`config.mk`:
```
export PLATFORM = sky130hd
export DESIGN_NAME = lcd_static_drv
export DESIGN_NICKNAME = d
export VERILOG_FILES = /design/src/rtl/lcd_drv_pkg.sv /design/src/rtl/lcd_bp_phase.sv /design/src/rtl/lcd_reading_latch.sv /design/src/rtl/lcd_seg_decode.sv /design/src/rtl/lcd_static_drv.sv
export SDC_FILE = /design/constraint.sdc
export NUM_CORES = 1
export LEC_CHECK = 0
export ABC_AREA = 0
export CAP_MARGIN = 20
export CORE_ASPECT_RATIO = 0.5
export CORE_MARGIN = 2
export CORE_UTILIZATION = 35
export CTS_BUF_LIST = sky130_fd_sc_hd__clkbuf_4 sky130_fd_sc_hd__clkbuf_8 sky130_fd_sc_hd__clkbuf_16
export CTS_CLUSTER_SIZE = 40
export DETAILED_ROUTE_END_ITERATION = 7
export DONT_BUFFER_PORTS = 1
export MAX_ROUTING_LAYER = met4
export PLACE_DENSITY_LB_ADDON = 0.1
export SETUP_SLACK_MARGIN = 0.02
export SLEW_MARGIN = 20
export SYNTH_ARGS = -nofsm -noshare
export SYNTH_HDL_FRONTEND = slang
export SYNTH_HIERARCHICAL = 1
export SYNTH_SLANG_ARGS = --single-unit
```
`constraint.sdc`:
```
create_clock -name clk -period 1.67 [get_ports clk]
set_input_delay 0.0835 -clock clk [delete_from_list [all_inputs] [get_ports clk]]
set_output_delay 0.0835 -clock clk [all_outputs]
set_load 0.01 [all_outputs]
```
`src/rtl/lcd_drv_pkg.sv`:
```
package lcd_drv_pkg;

    localparam int SEG_W = 7;
    localparam int BCD_W = 4;

    localparam logic [BCD_W-1:0] BCD_BLANK = 4'hF;

    typedef enum logic {
        BP_LOW  = 1'b0,
        BP_HIGH = 1'b1
    } bp_phase_e;

    typedef struct packed {
        logic [BCD_W-1:0] hund;
        logic [BCD_W-1:0] tens;
        logic [BCD_W-1:0] units;
        logic             half_one;
        logic             negative;
    } reading_t;

    localparam reading_t READING_BLANK = '{
        hund:     BCD_BLANK,
        tens:     BCD_BLANK,
        units:    BCD_BLANK,
        half_one: 1'b0,
        negative: 1'b0
    };

    // Lit-segment pattern, bit 0 = a ... bit 6 = g; codes above 9 are dark.
    function automatic logic [SEG_W-1:0] bcd_to_seg(input logic [BCD_W-1:0] v);
        logic [SEG_W-1:0] s;
        case (v)
            4'd0:    s = 7'h3F;
            4'd1:    s = 7'h06;
            4'd2:    s = 7'h5B;
            4'd3:    s = 7'h4F;
            4'd4:    s = 7'h66;
            4'd5:    s = 7'h6D;
            4'd6:    s = 7'h7D;
            4'd7:    s = 7'h07;
            4'd8:    s = 7'h7F;
            4'd9:    s = 7'h6F;
            default: s = 7'h00;
        endcase
        return s;
    endfunction

endpackage

```
`src/rtl/lcd_bp_phase.sv`:
```
module lcd_bp_phase
    import lcd_drv_pkg::*;
#(
    parameter int HALF_DIV = 400
) (
    input  logic      clk,
    input  logic      rst_n,
    output bp_phase_e phase_o
);

    localparam int              CNT_W = (HALF_DIV > 1) ? $clog2(HALF_DIV) : 1;
    localparam logic [CNT_W-1:0] LAST = CNT_W'(HALF_DIV - 1);

    bp_phase_e        state_q;
    bp_phase_e        state_d;
    logic [CNT_W-1:0] cnt_q;
    logic             wrap;

    assign wrap = (cnt_q == LAST);

    // Dwell counter inside the current phase.
    always_ff @(posedge clk or negedge rst_n) begin
        if (!rst_n) begin
            cnt_q <= '0;
        end else if (wrap) begin
            cnt_q <= '0;
        end else begin
            cnt_q <= cnt_q + CNT_W'(1);
        end
    end

    // Next-state logic.
    always_comb begin
        state_d = state_q;
        unique case (state_q)
            BP_LOW:  if (wrap) state_d = BP_HIGH;
            BP_HIGH: if (wrap) state_d = BP_LOW;
        endcase
    end

    // State register.
    always_ff @(posedge clk or negedge rst_n) begin
        if (!rst_n) begin
            state_q <= BP_LOW;
        end else begin
            state_q <= state_d;
        end
    end

    assign phase_o = state_q;


    phase_wrap_only_chk: assert property (@(posedge clk) disable iff (!rst_n)
        (state_q != $past(state_q)) |-> ($past(cnt_q) == LAST));


    wrap_toggles_chk: assert property (@(posedge clk) disable iff (!rst_n)
        wrap |=> (state_q != $past(state_q)));

endmodule

```
`src/rtl/lcd_reading_latch.sv`:
```
module lcd_reading_latch
    import lcd_drv_pkg::*;
(
    input  logic     clk,
    input  logic     rst_n,
    input  logic     stb_i,
    input  reading_t d_i,
    output reading_t q_o
);

    reading_t q_r;

    always_ff @(posedge clk or negedge rst_n) begin
        if (!rst_n) begin
            q_r <= READING_BLANK;
        end else if (stb_i) begin
            q_r <= d_i;
        end
    end

    assign q_o = q_r;


    hold_when_idle_chk: assert property (@(posedge clk) disable iff (!rst_n)
        !stb_i |=> $stable(q_r));


    capture_on_stb_chk: assert property (@(posedge clk) disable iff (!rst_n)
        stb_i |=> (q_r == $past(d_i)));

endmodule

```
`src/rtl/lcd_seg_decode.sv`:
```
module lcd_seg_decode
    import lcd_drv_pkg::*;
#(
    parameter int N_DIG = 3
) (
    input  logic [N_DIG*BCD_W-1:0] bcd_i,
    output logic [N_DIG*SEG_W-1:0] seg_o
);

    for (genvar g = 0; g < N_DIG; g++) begin : g_dig
        assign seg_o[g*SEG_W +: SEG_W] = bcd_to_seg(bcd_i[g*BCD_W +: BCD_W]);
    end

endmodule

```
`src/rtl/lcd_static_drv.sv`:
```
module lcd_static_drv
    import lcd_drv_pkg::*;
#(
    parameter int HALF_DIV = 400
) (
    input  logic       clk,
    input  logic       rst_n,
    input  logic       latch_stb,
    input  logic [3:0] units_bcd,
    input  logic [3:0] tens_bcd,
    input  logic [3:0] hund_bcd,
    input  logic       half_one,
    input  logic       negative,
    input  logic       lamp_test,
    output logic       backplane,
    output logic [6:0] units_seg,
    output logic [6:0] tens_seg,
    output logic [6:0] hund_seg,
    output logic       half_seg,
    output logic       minus_seg
);

    localparam int N_DIG = 3;

    bp_phase_e              phase;
    reading_t               rd_in;
    reading_t               rd_q;
    logic [N_DIG*SEG_W-1:0] lit;
    logic                   ph_hi;

    assign rd_in = '{
        hund:     hund_bcd,
        tens:     tens_bcd,
        units:    units_bcd,
        half_one: half_one,
        negative: negative
    };

    lcd_bp_phase #(
        .HALF_DIV (HALF_DIV)
    ) u_phase (
        .clk     (clk),
        .rst_n   (rst_n),
        .phase_o (phase)
    );

    lcd_reading_latch u_latch (
        .clk   (clk),
        .rst_n (rst_n),
        .stb_i (latch_stb),
        .d_i   (rd_in),
        .q_o   (rd_q)
    );

    lcd_seg_decode #(
        .N_DIG (N_DIG)
    ) u_dec (
        .bcd_i ({rd_q.hund, rd_q.tens, rd_q.units}),
        .seg_o (lit)
    );

    assign ph_hi = (phase == BP_HIGH);

    // Output register: backplane and every drive move on the same edge.
    always_ff @(posedge clk or negedge rst_n) begin
        if (!rst_n) begin
            backplane <= 1'b0;
            units_seg <= '0;
            tens_seg  <= '0;
            hund_seg  <= '0;
            half_seg  <= 1'b0;
            minus_seg <= 1'b0;
        end else if (lamp_test) begin
            backplane <= 1'b0;
            units_seg <= '1;
            tens_seg  <= '1;
            hund_seg  <= '1;
            half_seg  <= 1'b1;
            minus_seg <= 1'b1;
        end else begin
            backplane <= ph_hi;
            units_seg <= lit[0*SEG_W +: SEG_W] ^ {SEG_W{ph_hi}};
            tens_seg  <= lit[1*SEG_W +: SEG_W] ^ {SEG_W{ph_hi}};
            hund_seg  <= lit[2*SEG_W +: SEG_W] ^ {SEG_W{ph_hi}};
            half_seg  <= rd_q.half_one ^ ph_hi;
            minus_seg <= rd_q.negative ^ ph_hi;
        end
    end


    lamp_force_chk: assert property (@(posedge clk) disable iff (!rst_n)
        lamp_test |=> (!backplane && (units_seg == 7'h7F) && (tens_seg == 7'h7F)
                       && (hund_seg == 7'h7F) && half_seg && minus_seg));


    minus_dark_chk: assert property (@(posedge clk) disable iff (!rst_n)
        (!lamp_test && !rd_q.negative) |=> (minus_seg == backplane));


    half_lit_chk: assert property (@(posedge clk) disable iff (!rst_n)
        (!lamp_test && rd_q.half_one) |=> (half_seg != backplane));


    bp_follows_phase_chk: assert property (@(posedge clk) disable iff (!rst_n)
        !lamp_test |=> (backplane == $past(ph_hi)));

endmodule

```
==> summary.txt, run 1 <==
Synth
  – Syn nets: 262
  – Synthesis warning total: 6
  – Top cell type by total area after synthesis: sky130_fd_sc_hd__dfrtp_1
  – Mapped Area: 2640 sq um
  – Sequential-to-total area share from yosys stat: 46.1%
  – Number of synthesized flops with an enable pin: 0
  – Synthesized area per cell: 11.7 sq um
  – Basic-gate share of the synthesized area counting and, or, nand and nor cells: 12.5%
  – Number of distinct library cell variants in the gate-level netlist after synthesis: 38
  – Dominant combinational cell family by area after synthesis: simple AND/OR/NAND/NOR gates
  – Main area contributors after synthesis: sky130_fd_sc_hd__dfrtp_1, sky130_fd_sc_hd__dfstp_2, sky130_fd_sc_hd__xnor2_1
  – Synth Flop Type: sky130_fd_sc_hd__dfrtp_1
  – Share of Yosys cell area claimed by the top area cell type: 34.2%
  – Share of synthesized registers carrying an async set or reset: 100%
  – Adder-cell share of the synthesized area: 9.01%
  – Commonest cells post-synth: sky130_fd_sc_hd__dfrtp_1, sky130_fd_sc_hd__xnor2_1, sky130_fd_sc_hd__nand2b_1
  – Fraction of the mapped netlist area in compound gates: 8.59%
  – Mux share of post-synthesis cell area: 7.12%
  – Library cell with the highest instance count after synthesis: sky130_fd_sc_hd__dfrtp_1
  – Synthesized instance count: 225
  – Post-synthesis register bit count: 48
  – Xor and xnor fraction of the mapped netlist area: 10.6%

Clocking
  – Clock tree from TritonCTS: built
  – CTS H-tree lvls: 2
  – Master cell of the clock root buffer: sky130_fd_sc_hd__clkbuf_16
  – Number of clock sinks seen by CTS: 48
  – TritonCTS Buffers: 5
  – Clock slew seen by the registers of the worst setup and hold paths: 70 ps
  – Source-to-sink clock delay at the later pin of the worst-skew pair: 290 ps
  – Maximum buffer depth of the clock tree: 2

Placed design
  – Number of placed cells counting well taps: 315
  – Buffers on Ports: 0
  – Final estimated routing congestion in global placement: 0.804
  – DP Wirelength: 3100 um
  – DP Area: 2710 sq um

STA
  – Slew headroom: 53.7%
  – Max Fclk: 656 MHz
  – RSZ-0062 raised after global routing: false
  – Skew final: 4.45 ps
  – Number of hold violations in the final report: 0
  – Clock period minus worst slack: 1520 ps
  – Setup TNS after final layout: 0 ps
  – Final worst hold slack: 290 ps
  – Pin slew with the least headroom to its limit: 693 ps
  – Final setup fails: 0
  – Post-route fraction of the period consumed by the critical path: 91.2%
  – Number of slew-limit violations in the final report: 0

Route
  – DRC Markers: 0
  – Via total after detailed routing: 1,627
  – Count of antenna-violating nets left after detailed routing: 0
  – Overall routed net length: 4820 um
  – First-pass iteration count of the detailed router: 4
  – Routed wire length per instance: 13.6 um
  – Drt first-iter violations: 69
  – Via-to-Cell Ratio: 4.60

Critical path
  – Kind of launch point of the worst setup path: flip-flop
  – Slack of the worst reg-to-reg path: 150 ps
  – Largest driver fanout on the critical path: 5
  – Arrival time at the worst endpoint: 1700 ps
  – Data required time of the critical path: 1850 ps
  – Classification of the worst setup path: reg2reg
  – Reg-to-reg startpoint: u_latch/q_o[11]
  – Worst setup EP type: flip-flop
  – Crit path cell chain: inv_1 -> ha_1 -> inv_1 -> o22ai_1 -> xnor2_1 -> nand2b_1
  – Worst path most repeated cell: sky130_fd_sc_hd__inv_1
  – Cell depth of the worst flop-to-flop path: 6
  – Worst-path cell with the longest stage delay: sky130_fd_sc_hd__dfstp_2
  – Worst stage delay on the critical path: 550 ps
  – Launching instance or port of the critical path: u_latch/q_o[11]

Power
  – Worst supply voltage drop on vdd: 0.000395 V
  – Total power: 3090 uW
  – Reported leakage power: 0.00133 uW
  – Power per cell area: 966 nW/um^2

Flow run
  – Max-cap violations: 0

Floorplanning
  – Die span in y: 65.4 um
  – Effective utilization at floorplan: 36.0%
  – Count of standard-cell rows: 22
  – Number of primary I/O pins: 42
  – Chip width: 127 um
  – Die area: 8290 sq um
  – Core region area: 7320 sq um

GRT
  – Aggregate global routing overflow: 0
  – Number of global-route vias before repair: 1,643
  – Maximum number of pins on one net before global-route repair: 49
  – Initial antenna violation count: 0
  – Total Routing Usage GR: 13.0%
  – Global-route wire length before repair: 8040 um

Layout
  – Fraction of final layout cells sized beyond drive strength 1: 20.2%
  – Post-Layout Inst Area: 3200 sq um
  – Number of non-filler instances in the completed layout: 354
  – Nets: 294
  – Post-synthesis to final-layout area growth: 21.3%
  – # diodes: 0

Hold path
  – Type of the worst min-delay path: in2async

Run status
  – Outcome: completed
kinds of logic after synthesis:
family	count (synthesis)
xor gates and xnor gates	32
muxes	17
DFF	48
AOI/OAI and AO/OA	34
buffers and inverters	27
adders and majority gates	19
and+or+nand+nor	48
report_power, final:
group,leakage [uW],internal (uW),switching [uW]
Sequential,0.000530,1280,118
Clock,0.0000798,704,458
Combinational,0.000723,297,230
Total,0.00133,2290,805
per-stage QoR:
| stage | util (%) | setup WS [ps] |
|---|---|---|
| 4_1_cts | 43.7 | 120 |
| 5_1_grt | 43.7 | 35.3 |
| 6_report | 43.7 | 147 |
| 3_3_place_gp | 36.9 | 156 |
| 2_1_floorplan | - | 183 |
| 3_5_place_dp | 36.9 | 138 |
what timing repair did:
| item | 4_1_cts | 5_1_grt |
|---|---|---|
| hold buffers | 31 | 0 |
| gates resized for setup | 0 | 1 |
| setup endpoints to repair | 0 | 2 |
| setup buffers | 0 | 0 |
| hold endpoints to repair | 86 | 0 |
cell usage in the layout (no fill, tap or decap), types with 2 or more instances in the layout:
cell,count
sky130_fd_sc_hd__ha_1,19
sky130_fd_sc_hd__nand2b_4,2
sky130_fd_sc_hd__a21oi_1,3
sky130_fd_sc_hd__dfstp_2,12
sky130_fd_sc_hd__mux2i_1,3
sky130_fd_sc_hd__mux2_2,14
sky130_fd_sc_hd__nand2b_1,24
sky130_fd_sc_hd__clkbuf_16,5
sky130_fd_sc_hd__a21o_1,3
sky130_fd_sc_hd__nor2b_1,2
sky130_fd_sc_hd__a21oi_2,2
sky130_fd_sc_hd__inv_1,17
sky130_fd_sc_hd__nand2_1,2
sky130_fd_sc_hd__dfrtp_1,36
sky130_fd_sc_hd__nand3_1,2
sky130_fd_sc_hd__o21ai_0,7
sky130_fd_sc_hd__buf_4,3
sky130_fd_sc_hd__dlygate4sd3_1,30
sky130_fd_sc_hd__nor2_1,8
sky130_fd_sc_hd__xnor2_1,28
sky130_fd_sc_hd__o31a_1,2
sky130_fd_sc_hd__xor2_1,4
sky130_fd_sc_hd__o22ai_1,11
per-layer routing:
metal	track usage, %	routed length (um)	up-vias
li1	-	-	806
met3	4.72	249	4
met2	20.6	2220	30
met1	15.9	2330	787
met4	3.43	29	0
met5	-	0	-
flip-flops by register name, summed over array words and instances (netlist names):
signal / cells
tens_seg: 7
u_latch/q_o: 14
hund_seg: 7
u_phase/cnt_q: 9
half_seg: 1
u_phase/phase_o: 1
units_seg: 7
backplane: 1
minus_seg: 1
layout make-up:
class / count / area (sq um)
clock buffers: 5 / 125
clock inverters: 3 / 42.5
fillers: 691 / 4120
inverters: 17 / 63.8
multi-input cells: 150 / 1260
flip-flops and latches: 48 / 1220
well taps: 96 / 120
repair buffers: 35 / 370
path summary, 6_finish.rpt:
path / endpoint
max: hund_seg[3]
max reg2reg: hund_seg[3]
min: units_seg[5]
min in group clk: u_latch/q_o[4]
min reg2reg: u_phase/cnt_q[0]
max in group asynchronous: u_latch/q_o[8]
critical path, delay by kind of cell (launching register included):
family	cells	cell delay (ps)
flops	1	550
fa+ha+maj	1	310
compound gates	1	200
buf+inv	2	150
xor+xnor	1	140
simple gates	1	70
(Power assumes the default switching activity.)
==> run 2: changes to the inputs <==
==> constraint.sdc (replaced) <==
create_clock -name clk -period 1.9 [get_ports clk]
set_input_delay 0.095 -clock clk [delete_from_list [all_inputs] [get_ports clk]]
set_output_delay 0.095 -clock clk [all_outputs]
set_load 0.01 [all_outputs]
==> run 2 against run 1 <==
  * Non-clock buffer count is 2 lower
  * Register-to-register slack better by 150 ps
  * Count of clock-buffer cells in the layout is 3 higher
  * Highest routed layer unchanged
  * Maximum frequency is 5.1% lower
==> summary.txt, run 2 (synthesized netlist as in run 1, its figures left out) <==
Power
  – Worst supply voltage drop on vdd: 0.000318 V (-19%)
  – Power per cell area: 821 nW/um^2 (-15%)
  – Total power: 2590 uW (-16%)
  – Reported leakage power: 0.00132 uW (-1.2%)

Layout
  – Area occupied by multi-input gates: 1260 sq um (unchanged)
  – # diodes: 0 (unchanged)
  – Commonest non-fill, non-tap cell in the layout: sky130_fd_sc_hd__dfrtp_1
  – Post-layout utilization of the core: 43.1% (-0.65 points)
  – Number of non-filler instances in the completed layout: 352 (-0.56%)
  – Area occupied by registers: 1220 sq um (unchanged)
  – Largest register FFs: 14 (unchanged)
  – Fraction of final layout cells sized beyond drive strength 1: 19.5% (-0.62 points)
  – Filler Cells Inserted: 716 (+3.6%)
  – Commonest cells after routing, fill and taps aside: sky130_fd_sc_hd__dfrtp_1, sky130_fd_sc_hd__dlygate4sd3_1, sky130_fd_sc_hd__xnor2_1
  – Nets: 292 (-0.68%)
  – Post-synthesis to final-layout area growth: 19.5%

Route
  – Drt first-iter violations: 79 (+14%)
  – Count of antenna-violating nets left after detailed routing: 0 (unchanged)
  – Via total after detailed routing: 1,610 (-1.0%)
  – DRC Markers: 0 (unchanged)
  – Top Layer Used: met4
  – Detail Route met2 WL: 2100 um (-5.5%)
  – Overall routed net length: 4800 um (-0.52%)
  – Met1 Routed Length: 2430 um (+4.6%)
  – First-pass iteration count of the detailed router: 4 (unchanged)
  – Via-to-Cell Ratio: 4.57 (-0.48%)
  – Met3 wirelength from detailed routing: 172 um (-31%)
  – Routed wire length per instance: 13.6 um (about the same)

Placed design
  – Buffers on Ports: 0 (unchanged)
  – Worst slack after detailed placement: 305 ps (+167 ps)
  – Number of placed cells counting well taps: 313 (-0.63%)
  – Final estimated routing congestion in global placement: 0.771 (-4.2%)
  – DP Wirelength: 3130 um (+0.97%)

GRT
  – Initial antenna violation count: 0 (unchanged)
  – Maximum number of pins on one net before global-route repair: 49 (unchanged)
  – Global-route wire length before repair: 8200 um (+2.1%)
  – Number of global-route vias before repair: 1,662 (+1.2%)
  – Total Routing Usage GR: 13.3% (+0.29 points)
  – Aggregate global routing overflow: 0 (unchanged)

Critical path
  – Data required time of the critical path: 2080 ps (+230 ps)
  – Reg-to-reg startpoint: u_latch/q_o[7]
  – Slack of the worst reg-to-reg path: 300 ps (+150 ps)
  – Reg-to-Reg End: tens_seg[3]
  – Worst setup EP type: flip-flop
  – Arrival time at the worst endpoint: 1780 ps (+80 ps)
  – Crit path cell chain: inv_1 -> ha_1 -> inv_1 -> o22ai_1 -> xnor2_1 -> nand2b_1
  – Classification of the worst setup path: reg2reg
  – Kind of launch point of the worst setup path: flip-flop
  – Cell depth of the worst flop-to-flop path: 6 (unchanged)
  – Largest driver fanout on the critical path: 8 (+3)
  – Buffers and inverters on the worst path: 2 (unchanged)
  – Top cell family by delay on the critical path: flip-flops
  – Worst stage delay on the critical path: 620 ps (+70 ps)
  – Worst-path cell with the longest stage delay: sky130_fd_sc_hd__dfstp_2
  – Worst path most repeated cell: sky130_fd_sc_hd__inv_1

Clocking
  – Maximum buffer depth of the clock tree: 2 (unchanged)
  – Source-to-sink clock delay at the later pin of the worst-skew pair: 290 ps (about the same)
  – Clock slew seen by the registers of the worst setup and hold paths: 60 ps (about the same)
  – Number of clock sinks seen by CTS: 48 (unchanged)
  – Clock tree from TritonCTS: built
  – Master cell of the clock root buffer: sky130_fd_sc_hd__clkbuf_16
  – CTS H-tree lvls: 2 (unchanged)
  – Resized Gates After CTS: 0 (unchanged)
  – TritonCTS Buffers: 5 (unchanged)

Floorplanning
  – Die span in y: 65.4 um (unchanged)
  – Count of standard-cell rows: 22 (unchanged)
  – Die area: 8290 sq um (unchanged)
  – Effective utilization at floorplan: 36.0% (unchanged)
  – Core region area: 7320 sq um (unchanged)
  – Chip width: 127 um (unchanged)
  – Number of primary I/O pins: 42 (unchanged)

Hold path
  – Type of the worst min-delay path: in2async

Run status
  – Outcome: completed

STA
  – Setup TNS after final layout: 0 ps (unchanged)
  – Pin slew with the least headroom to its limit: 714 ps (+20.9 ps)
  – Post-route fraction of the period consumed by the critical path: 84.5% (-6.8 points)
  – Final setup fails: 0 (unchanged)
  – Slew headroom: 52.3% (-1.4 points)
  – Skew final: 2.01 ps (-2.44 ps)
  – RSZ-0062 raised after global routing: false
  – Smallest setup slack after layout: 295 ps (+149 ps)
  – Number of slew-limit violations in the final report: 0 (unchanged)
  – Max Fclk: 623 MHz (-5.1%)
  – Number of hold violations in the final report: 0 (unchanged)
  – Clock period minus worst slack: 1600 ps (+81.2 ps)

Flow run
  – Max-cap violations: 0 (unchanged)
run 2: area by class of cell:
class,instances,share of cell area [%]
multi-input cells,150,40.0
clock buffers,8,4.68
repair buffers,33,10.9
inverters,17,2.02
flip-flops and latches,48,38.6
well taps,96,3.81
run 2: worst max-delay path by stage:
stage | from | end | slack (ps) | cells after the start
6_report | u_latch/q_o[7] | tens_seg[3] | 300 | 6
5_1_grt | u_latch/q_o[11] | hund_seg[1] | 180 | 5
4_1_cts | u_latch/q_o[7] | tens_seg[3] | 290 | 6
3_5_place_dp | u_latch/q_o[7] | tens_seg[3] | 300 | 6
3_3_place_gp | u_latch/q_o[7] | tens_seg[3] | 330 | 6
2_1_floorplan | u_latch/q_o[3] | units_seg[3] | 410 | 6
run 2: metrics by stage:
stage	instance area [sq um]	hold slack (ps)
after floorplan	2640	-201
after global placement	2680	-199
after detailed placement	2680	-199
after CTS	3150	308
after global routing	3150	334
final	3150	312
run 2: routing by layer:
| metal | up-vias | track usage, % |
|---|---|---|
| li1 | 801 | - |
| met1 | 777 | 16.7 |
| met2 | 24 | 20.0 |
| met3 | 8 | 3.91 |
| met4 | 0 | 6.18 |
| met5 | - | - |
run 2: report_power, final:
group          internal, uW  total (uW)  switching, uW  leakage, uW
combinational           253         443            190     0.000711
sequential             1130        1240            112     0.000530
clock                   533         903            370    0.0000754
run 2: repair_timing:
item	CTS	global route
buffers inserted	0	0
endpoints found under the hold margin	86	0
setup endpoints to repair	0	0
hold buffers	31	0
